## config.mk

```make
export PLATFORM = sky130hd
export DESIGN_NAME = status_summary_unit
export DESIGN_NICKNAME = d
export VERILOG_FILES = /design/src/rtl/stat_pkg.sv /design/src/rtl/stat_group.sv /design/src/rtl/stat_ctrl.sv /design/src/rtl/stat_datapath.sv /design/src/rtl/status_summary_unit.sv
export SDC_FILE = /design/constraint.sdc
export NUM_CORES = 1
export LEC_CHECK = 0
export BUFFER_PORTS_ARGS = -buffer_cell sky130_fd_sc_hd__buf_2
export CORE_ASPECT_RATIO = 0.5
export CORE_MARGIN = 4
export CORE_UTILIZATION = 40
export CTS_CLUSTER_SIZE = 10
export DETAILED_ROUTE_END_ITERATION = 7
export PLACE_DENSITY_LB_ADDON = 0.15
export SETUP_SLACK_MARGIN = 0.15
export SYNTH_ARGS = -nofsm -noshare
export SYNTH_HDL_FRONTEND = slang
export SYNTH_HIERARCHICAL = 1
export SYNTH_SLANG_ARGS = --single-unit
export TNS_END_PERCENT = 50
```

## constraint.sdc

```tcl
create_clock -name clk -period 6.92 [get_ports clk]
set_clock_uncertainty 0.15 [all_clocks]
set_input_delay 1.73 -clock clk [delete_from_list [all_inputs] [get_ports clk]]
set_output_delay 1.73 -clock clk [all_outputs]
set_load 0.005 [all_outputs]
```

## src/rtl/stat_pkg.sv

```systemverilog
package stat_pkg;

  localparam int ADDR_W = 4;
  localparam int BUS_W  = 16;
  localparam int STB_W  = 8;

  // status byte bit positions
  localparam int ERRQ_BIT = 2;
  localparam int QUES_BIT = 3;
  localparam int MSG_BIT  = 4;
  localparam int STD_BIT  = 5;
  localparam int SRQ_BIT  = 6;
  localparam int OPR_BIT  = 7;

  typedef enum logic [ADDR_W-1:0] {
    A_OPR_COND  = 4'd0,
    A_OPR_EVT   = 4'd1,
    A_OPR_EN    = 4'd2,
    A_QUES_COND = 4'd3,
    A_QUES_EVT  = 4'd4,
    A_QUES_EN   = 4'd5,
    A_STD_COND  = 4'd6,
    A_STD_EVT   = 4'd7,
    A_STD_EN    = 4'd8,
    A_STB       = 4'd9,
    A_SRE       = 4'd10
  } regAddr_e;

  typedef struct packed {
    logic     clrOpr;
    logic     clrQues;
    logic     clrStd;
    logic     wrOprEn;
    logic     wrQuesEn;
    logic     wrStdEn;
    logic     wrSre;
    logic     rdValid;
    regAddr_e rdSel;
  } strobe_t;

endpackage

```

## src/rtl/stat_group.sv

```systemverilog
module stat_group #(
  parameter int          W         = 16,
  parameter logic [W-1:0] COND_MASK = '1,
  parameter logic [W-1:0] CAP_MASK  = '1
) (
  input  logic         clk,
  input  logic         rstN,
  input  logic [W-1:0] condIn,
  input  logic         enWr,
  input  logic [W-1:0] enData,
  input  logic         evtClr,
  output logic [W-1:0] condQ,
  output logic [W-1:0] evtReg,
  output logic [W-1:0] enReg,
  output logic [W-1:0] edgeQual
);

  logic [W-1:0] condPrev;
  logic [W-1:0] evtNext;

  // per-bit capture: rising edge, enabled, and allowed by the capture mask
  for (genvar b = 0; b < W; b++) begin : g_bit
    if (CAP_MASK[b]) begin : g_cap
      assign edgeQual[b] = condQ[b] & ~condPrev[b] & enReg[b];
    end else begin : g_nocap
      assign edgeQual[b] = 1'b0 & condPrev[b];
    end
  end

  always_comb begin
    evtNext = evtReg;
    if (evtClr) evtNext = '0;
    evtNext = evtNext | edgeQual;
  end

  always_ff @(posedge clk or negedge rstN) begin
    if (!rstN) begin
      condQ    <= '0;
      condPrev <= '0;
      evtReg   <= '0;
      enReg    <= '0;
    end else begin
      condQ    <= condIn & COND_MASK;
      condPrev <= condQ;
      evtReg   <= evtNext;
      if (enWr) enReg <= enData;
    end
  end

endmodule

```

## src/rtl/stat_ctrl.sv

```systemverilog
module stat_ctrl
  import stat_pkg::*;
(
  input  logic              rdEn,
  input  logic              wrEn,
  input  logic [ADDR_W-1:0] addr,
  output strobe_t           strb
);

  regAddr_e sel;

  assign sel = regAddr_e'(addr);

  always_comb begin
    strb          = '0;
    strb.rdSel    = sel;
    strb.rdValid  = rdEn;
    if (rdEn) begin
      unique case (sel)
        A_OPR_EVT:  strb.clrOpr  = 1'b1;
        A_QUES_EVT: strb.clrQues = 1'b1;
        A_STD_EVT:  strb.clrStd  = 1'b1;
        default: ;
      endcase
    end
    if (wrEn) begin
      unique case (sel)
        A_OPR_EN:  strb.wrOprEn  = 1'b1;
        A_QUES_EN: strb.wrQuesEn = 1'b1;
        A_STD_EN:  strb.wrStdEn  = 1'b1;
        A_SRE:     strb.wrSre    = 1'b1;
        default: ;
      endcase
    end
  end

endmodule

```

## src/rtl/stat_datapath.sv

```systemverilog
module stat_datapath
  import stat_pkg::*;
#(
  parameter int               OPR_W     = 16,
  parameter int               QUES_W    = 16,
  parameter int               STD_W     = 8,
  parameter logic [OPR_W-1:0] OPR_MASK  = 16'h0700,
  parameter logic [QUES_W-1:0] QUES_CAP = 16'hFBFF
) (
  input  logic              clk,
  input  logic              rstN,
  input  strobe_t           strb,
  input  logic [OPR_W-1:0]  oprCond,
  input  logic [QUES_W-1:0] quesCond,
  input  logic [STD_W-1:0]  stdCond,
  input  logic              errQueueNotEmpty,
  input  logic              msgAvail,
  input  logic [BUS_W-1:0]  wrData,
  output logic [BUS_W-1:0]  rdData,
  output logic [OPR_W-1:0]  oprEvt,
  output logic [QUES_W-1:0] quesEvt,
  output logic [QUES_W-1:0] quesEn,
  output logic [QUES_W-1:0] quesEdge,
  output logic [STB_W-1:0]  statusByte,
  output logic [STB_W-1:0]  sreReg,
  output logic              srqOut
);

  localparam logic [STB_W-1:0] SRQ_EXCL = ~(STB_W'(1) << SRQ_BIT);

  logic [OPR_W-1:0]  oprCondQ, oprEn, oprEdge;
  logic [QUES_W-1:0] quesCondQ;
  logic [STD_W-1:0]  stdCondQ, stdEvt, stdEn, stdEdge;
  logic              flagErrQ, flagMsg;
  logic [STB_W-1:0]  stbBase;
  logic              srqBit;

  stat_group #(.W(OPR_W), .COND_MASK(OPR_MASK), .CAP_MASK(OPR_MASK)) i_opr (
    .clk, .rstN,
    .condIn(oprCond), .enWr(strb.wrOprEn), .enData(wrData[OPR_W-1:0]),
    .evtClr(strb.clrOpr), .condQ(oprCondQ), .evtReg(oprEvt),
    .enReg(oprEn), .edgeQual(oprEdge)
  );

  stat_group #(.W(QUES_W), .COND_MASK('1), .CAP_MASK(QUES_CAP)) i_ques (
    .clk, .rstN,
    .condIn(quesCond), .enWr(strb.wrQuesEn), .enData(wrData[QUES_W-1:0]),
    .evtClr(strb.clrQues), .condQ(quesCondQ), .evtReg(quesEvt),
    .enReg(quesEn), .edgeQual(quesEdge)
  );

  stat_group #(.W(STD_W), .COND_MASK('1), .CAP_MASK('1)) i_std (
    .clk, .rstN,
    .condIn(stdCond), .enWr(strb.wrStdEn), .enData(wrData[STD_W-1:0]),
    .evtClr(strb.clrStd), .condQ(stdCondQ), .evtReg(stdEvt),
    .enReg(stdEn), .edgeQual(stdEdge)
  );

  always_ff @(posedge clk or negedge rstN) begin
    if (!rstN) begin
      flagErrQ <= 1'b0;
      flagMsg  <= 1'b0;
      sreReg   <= '0;
    end else begin
      flagErrQ <= errQueueNotEmpty;
      flagMsg  <= msgAvail;
      if (strb.wrSre) sreReg <= wrData[STB_W-1:0];
    end
  end

  always_comb begin
    stbBase           = '0;
    stbBase[ERRQ_BIT] = flagErrQ;
    stbBase[QUES_BIT] = |quesEvt;
    stbBase[MSG_BIT]  = flagMsg;
    stbBase[STD_BIT]  = |stdEvt;
    stbBase[OPR_BIT]  = |oprEvt;
    srqBit            = |(stbBase & sreReg & SRQ_EXCL);
    statusByte        = stbBase;
    statusByte[SRQ_BIT] = srqBit;
  end

  assign srqOut = srqBit;

  always_comb begin
    rdData = '0;
    if (strb.rdValid) begin
      unique case (strb.rdSel)
        A_OPR_COND:  rdData = BUS_W'(oprCondQ);
        A_OPR_EVT:   rdData = BUS_W'(oprEvt);
        A_OPR_EN:    rdData = BUS_W'(oprEn);
        A_QUES_COND: rdData = BUS_W'(quesCondQ);
        A_QUES_EVT:  rdData = BUS_W'(quesEvt);
        A_QUES_EN:   rdData = BUS_W'(quesEn);
        A_STD_COND:  rdData = BUS_W'(stdCondQ);
        A_STD_EVT:   rdData = BUS_W'(stdEvt);
        A_STD_EN:    rdData = BUS_W'(stdEn);
        A_STB:       rdData = BUS_W'(statusByte);
        A_SRE:       rdData = BUS_W'(sreReg);
        default:     rdData = '0;
      endcase
    end
  end

  logic unusedEdges;
  assign unusedEdges = ^{oprEdge, stdEdge};

endmodule

```

## src/rtl/status_summary_unit.sv

```systemverilog
module status_summary_unit
  import stat_pkg::*;
#(
  parameter int OPR_W  = 16,
  parameter int QUES_W = 16,
  parameter int STD_W  = 8
) (
  input  logic              clk,
  input  logic              rstN,
  input  logic [OPR_W-1:0]  oprCond,
  input  logic [QUES_W-1:0] quesCond,
  input  logic [STD_W-1:0]  stdCond,
  input  logic              errQueueNotEmpty,
  input  logic              msgAvail,
  input  logic              rdEn,
  input  logic              wrEn,
  input  logic [ADDR_W-1:0] addr,
  input  logic [BUS_W-1:0]  wrData,
  output logic [BUS_W-1:0]  rdData,
  output logic              srqOut
);

  strobe_t           strb;
  logic [OPR_W-1:0]  oprEvt;
  logic [QUES_W-1:0] quesEvt, quesEn, quesEdge;
  logic [STB_W-1:0]  statusByte, sreReg;

  stat_ctrl i_ctrl (.rdEn, .wrEn, .addr, .strb);

  stat_datapath #(.OPR_W(OPR_W), .QUES_W(QUES_W), .STD_W(STD_W)) i_dp (
    .clk, .rstN, .strb,
    .oprCond, .quesCond, .stdCond, .errQueueNotEmpty, .msgAvail,
    .wrData, .rdData,
    .oprEvt, .quesEvt, .quesEn, .quesEdge, .statusByte, .sreReg, .srqOut
  );

endmodule

```

==> results_dict.tcl, run 1 <==
set metrics [dict create \
    grt_max_degree 71 \
    port-buffer-count 69 \
    peakVddDrop_v 0.0001833 \
    cts-root-buf "clkbuf_16" \
    grt_pass1_wl_um 25680 \
    required_ns 5.04 \
    p_leak_uw 0.003250 \
    rows 31 \
    clkTransAtPathRegs_ns 0.06 \
    rsz0062_at_grt "no" \
    criticalPathCategory "input pin to output port" \
    grt_usage 0.1971 \
    final_core_util 0.4776 \
    grt_antenna_before_repair 0 \
    end_kind "output port" \
    grt_pass1_vias 4402 \
    globalRouteOverflowTotal 0 \
    ios 83 \
    regArea_um2 3228 \
    cts.sinks 129 \
    antenna_cells 0 \
    cp-start-kind "input pin" \
    multiInputGateArea_um2 2422 \
    core-area_um2 14740 \
    hold_viol 0 \
    critical_path.max_fanout 28 \
    place_inst 767 \
    routed_wl_um 16170 \
    via_per_inst 5.313 \
    die-area_um2 17490 \
    fmax_mhz 176.1 \
    fin_crit_ns 5.679 \
    drive_above_1_share 0.2962 \
    cts_tree "built" \
    min-delay-path-class "register to register" \
    areaGrowthSynthToFinish_pct 14.86 \
    outcome "finished, final reports clean" \
    fin_crit_sh 0.8206 \
    setup_tns_ns 0 \
    ant_nets 0 \
    cp.arrival_ns 3.80 \
    synth_cells 526 \
    initial_core_util 0.4158 \
    dp_hpwl_um 11210 \
    dr.pass1.iters 4 \
    vias 4245 \
    ctsResizeCount 0 \
    synth_area_per_cell_um2 11.65 \
    clockBufferDepth 2 \
    place_ws_ns 1.299 \
    setup_viol 0 \
    synth_area_um2 6128 \
    rrSetupSlack_ns 5.95 \
    htree_levels 4 \
    post_cts_buffers 0 \
    hold_buffers 0 \
    routedWlPerCell_um 20.23 \
    instances_no_fill 799 \
    numCtsBuffers 17 \
    clk_latency_ns 0.42 \
    relSlewSlack 0.4514 \
    power_per_cell_area_nw_per_um2 316.2 \
    fin_ws_ns 1.241 \
    nFillCells 1390 \
    place_congestion 0.8423 \
    first_iter_violations 264 \
    maxCapViolations 0 \
    postPlaceCellArea_um2 6419 \
    yosys_warnings 6 \
    fp.dieH_um 95.53 \
    slew_viol_final 0 \
    nNetsFinal 654 \
    drc_errors 0 \
    tightestPinTransition_ns 0.8199 \
    fin_area_um2 7039 \
    die_width_um 183.1 \
]
==> metrics by stage <==
| stage | power (uW) | hold slack, ns |
|---|---|---|
| after floorplan | 1188 | 0.2166 |
| final | 2226 | 0.2574 |
| after global routing | 2327 | 0.2710 |
| after global placement | 1282 | 0.2457 |
| after CTS | 2245 | 0.2637 |
| after detailed placement | 1290 | 0.2416 |
==> placed cells by master, fill, tap and decap left out, drive strengths merged, types with 3 or more instances in the layout <==
cell type / n
nand2: 54
a31oi: 6
a22o: 11
a22oi: 16
nor3: 3
nor4: 11
and2: 3
nor2b: 7
o22ai: 29
and3b: 3
dfrtp: 129
bufinv: 3
mux2i: 12
nor2: 15
conb: 27
a21oi: 20
o21ai: 10
clkbuf: 17
nand3: 9
a32oi: 5
mux2: 62
clkinv: 3
inv: 34
buf: 78
and3: 6
nand3b: 3
==> layer usage <==
metal,vias to the layer above,routed length [um],track usage
li1,1952,-,-
met1,2161,8130,0.2856
met2,125,7089,0.2932
met3,7,832,0.05221
met4,0,113,0.05390
met5,-,0,0
==> power by group <==
part	internal (uW)	leakage (uW)	switching (uW)	total [uW]
clock network	577	0.000298	367	944
logic	163	0.00145	135	298
registers	877	0.00150	106	984
total	1620	0.00325	608	2230
==> final timing paths <==
path | end | cells past startpoint | start
setup reg to reg | i_dp/i_std/enReg[0] | 1 | i_dp/i_std/enReg[0]
hold / removal | i_dp/i_ques/condPrev[12] | 0 | i_dp/i_ques/condQ[12]
hold reg to reg | i_dp/i_ques/condPrev[12] | 0 | i_dp/i_ques/condQ[12]
min in group asynchronous | i_dp/i_opr/evtReg[10] | 1 | rstN
max in group asynchronous | i_dp/i_ques/condPrev[0] | 2 | rstN
setup / recovery | rdData[6] | 7 | addr[0]
==> sequential cells by signal, summed over array words and instances (netlist names) <==
register / cells
i_dp/i_opr/enReg: 16
i_dp/i_ques/condQ: 16
i_dp/i_ques/enReg: 16
i_dp/i_ques/condPrev: 15
i_dp/i_ques/evtReg: 15
i_dp/i_std/condPrev: 8
i_dp/i_std/condQ: 8
i_dp/i_std/enReg: 8
i_dp/i_std/evtReg: 8
i_dp/sreReg: 8
i_dp/i_opr/condPrev: 3
i_dp/i_opr/condQ: 3
i_dp/i_opr/evtReg: 3
i_dp/flagErrQ: 1
i_dp/flagMsg: 1
==> worst max-delay path, cell delays in order <==
cell and delay (ns):
buf_2 0.52, and2_1 0.55, o21ai_2 0.15, nand2_2 0.36, a21oi_1 0.11, a41o_1 0.24
buf_2 0.13
==> area by class of cell <==
class                      instances  area share
timing repair buffer              78     0.05954
tap                              198     0.03519
inverter                          27     0.01440
clock buffer                      17     0.06043
multi-input combinational        335      0.3441
sequential                       129      0.4586
clock inverter                    15     0.02773
Note: power is estimated with default switching activity, not from simulation.
==> run 2: changes to the inputs <==
--- a/config.mk
+++ b/config.mk
@@ -5,6 +5,7 @@
 export SDC_FILE = /design/constraint.sdc
 export NUM_CORES = 1
 export LEC_CHECK = 0
+export ABC_AREA = 1
 export BUFFER_PORTS_ARGS = -buffer_cell sky130_fd_sc_hd__buf_2
 export CORE_ASPECT_RATIO = 0.5
 export CORE_MARGIN = 4
==> constraint.sdc (replaced) <==
create_clock -name clk -period 5.56 [get_ports clk]
set_clock_uncertainty 0.15 [all_clocks]
set_input_delay 1.39 -clock clk [delete_from_list [all_inputs] [get_ports clk]]
set_output_delay 1.39 -clock clk [all_outputs]
set_load 0.005 [all_outputs]
==> results_dict.tcl, run 2 <==
set metrics [dict create \
    place_ws_ns 1.067 \
    grt_pass1_vias 4622 \
    hold_buffers 0 \
    drc_errors 0 \
    hold_path_end "i_dp/i_ques/condPrev[13]" \
    fp.dieH_um 94.73 \
    relSlewSlack 0.2646 \
    clkTransAtPathRegs_ns 0.06 \
    port-buffer-count 69 \
    routed_wl_um 14850 \
    rrSetupSlack_ns 4.66 \
    hold_depth 0 \
    dr.pass1.iters 4 \
    power_per_cell_area_nw_per_um2 367.3 \
    maxCapViolations 0 \
    critical_path.max_fanout 16 \
    r2r-start "i_dp/sreReg[0]" \
    r2r-end "i_dp/sreReg[0]" \
    place_congestion 0.8481 \
    tightestPinTransition_ns 1.102 \
    p_leak_uw 0.003523 \
    die_width_um 181.5 \
    setup_tns_ns 0 \
    routedWlPerCell_um 14.60 \
    crit_chain "buf_2 > inv_1 > nand2_4 > nor2_4 > nand2_1 > nand2_1 > nor2_1 > nand2_1 > nor2_1 > a21oi_1 > buf_2" \
    rows 31 \
    ios 83 \
    place_inst 985 \
    cts-root-buf "clkbuf_16" \
    globalRouteOverflowTotal 0 \
    grt_pass1_wl_um 24230 \
    worst_path_max_delay_cell "nor2_4" \
    numCtsBuffers 17 \
    dp_hpwl_um 10050 \
    instances_no_fill 1017 \
    fin_hold_ws_ns 0.2517 \
    synth_area_um2 6017 \
    outcome "finished, final reports clean" \
    required_ns 4.02 \
    min-delay-start "i_dp/i_ques/condQ[13]" \
    via_per_inst 4.573 \
    fin_ws_ns 1.043 \
    fmax_mhz 221.4 \
    fin_crit_sh 0.8123 \
    cp.arrival_ns 2.98 \
    final_common_cell "nand2_1" \
    slew_viol_final 0 \
    crit_path_frequent_cell "nand2_1" \
    first_iter_violations 243 \
    drive_above_1_share 0.1624 \
    min-delay-path-class "register to register" \
    areaGrowthSynthToFinish_pct 16.22 \
    rr_worst_depth 1 \
    ctsResizeCount 0 \
    grt_antenna_before_repair 0 \
    layout_common_cells "257 x nand2_1, 129 x dfrtp_1, 94 x inv_1, 68 x buf_2, 58 x nor2_1" \
    criticalPathCategory "input pin to output port" \
    peakVddDrop_v 0.0002390 \
    vias 4651 \
    reg_top3 "i_dp/i_opr/enReg: 16 flops, i_dp/i_ques/condQ: 16 flops, i_dp/i_ques/enReg: 16 flops" \
    power_uw 2569 \
    htree_levels 4 \
    yosys_warnings 6 \
    hold_viol 0 \
    clockBufferDepth 2 \
    grt_max_degree 98 \
    cts.sinks 129 \
    cts_tree "built" \
    core-area_um2 14580 \
    nNetsFinal 872 \
    synth_area_per_cell_um2 8.153 \
    setup_viol 0 \
    end_kind "output port" \
    antenna_cells 0 \
    fin_crit_ns 4.517 \
    rsz0062_at_grt "no" \
    clk_latency_ns 0.41 \
    initial_core_util 0.4126 \
    ant_nets 0 \
    cp-start-kind "input pin" \
    grt_usage 0.1836 \
    die-area_um2 17190 \
    cpPeakStageDelay_ns 0.44 \
    post_cts_buffers 0 \
    synth_cells 738 \
]
==> run 2: changes by cell type in the layout (fill, tap and decap cells not counted), moves of 25 or more <==
cell / previous run / this run
o21ai_0: 7 / 48
inv_1: 27 / 94
nand2_1: 53 / 257
mux2_2: 28 / 3
mux2_4: 29 / 0
nor2_1: 14 / 58
o22ai_1: 29 / 2
nand3_1: 9 / 47
==> run 2: metal layers <==
| metal | track usage | up-vias | routed length, um |
|---|---|---|---|
| met2 | 0.2652 | 114 | 6088 |
| met4 | 0.06305 | 0 | 261 |
| met1 | 0.2717 | 2163 | 7746 |
| met3 | 0.04271 | 24 | 750 |
| li1 | - | 2350 | - |
| met5 | 0 | - | 0 |
==> run 2: area by class of cell <==
class	instances	area, um^2
Fill cell	1477	7591
Sequential cell	129	3228
Multi-Input combinational cell	488	2153
Clock buffer	20	466.7
Timing Repair Buffer	72	374.1
Inverter	98	367.9
Tap cell	198	247.7
Clock inverter	12	155.1
==> run 2: worst max-delay path: cells and delay by family <==
kind / cells / cell delay [ns]
buf+inv: 3 / 0.47
simple gates: 7 / 0.89
compound gates: 1 / 0.21
==> run 2: worst max-delay path by stage <==
stage / from / cells past startpoint / slack, ns / end
2_1_floorplan: addr[3] / 10 / 1.61 / rdData[4]
3_3_place_gp: addr[3] / 11 / 1.07 / rdData[6]
3_5_place_dp: addr[3] / 11 / 1.07 / rdData[6]
4_1_cts: addr[3] / 11 / 1.05 / rdData[6]
5_1_grt: addr[3] / 11 / 0.89 / rdData[2]
6_report: addr[3] / 11 / 1.04 / rdData[6]
==> run 2: power breakdown <==
| part | total [uW] | switching (uW) | leakage [uW] | internal, uW |
|---|---|---|---|---|
| registers | 1150 | 84.9 | 0.00146 | 1070 |
| clock network | 1170 | 426 | 0.000303 | 743 |
| logic | 248 | 152 | 0.00176 | 95.7 |
==> run 2: through the flow <==
stage	area, um^2	util
after floorplan	6111	-
after global placement	6371	0.4369
after detailed placement	6371	0.4369
after CTS	6993	0.4795
after global routing	6993	0.4795
final	6993	0.4795
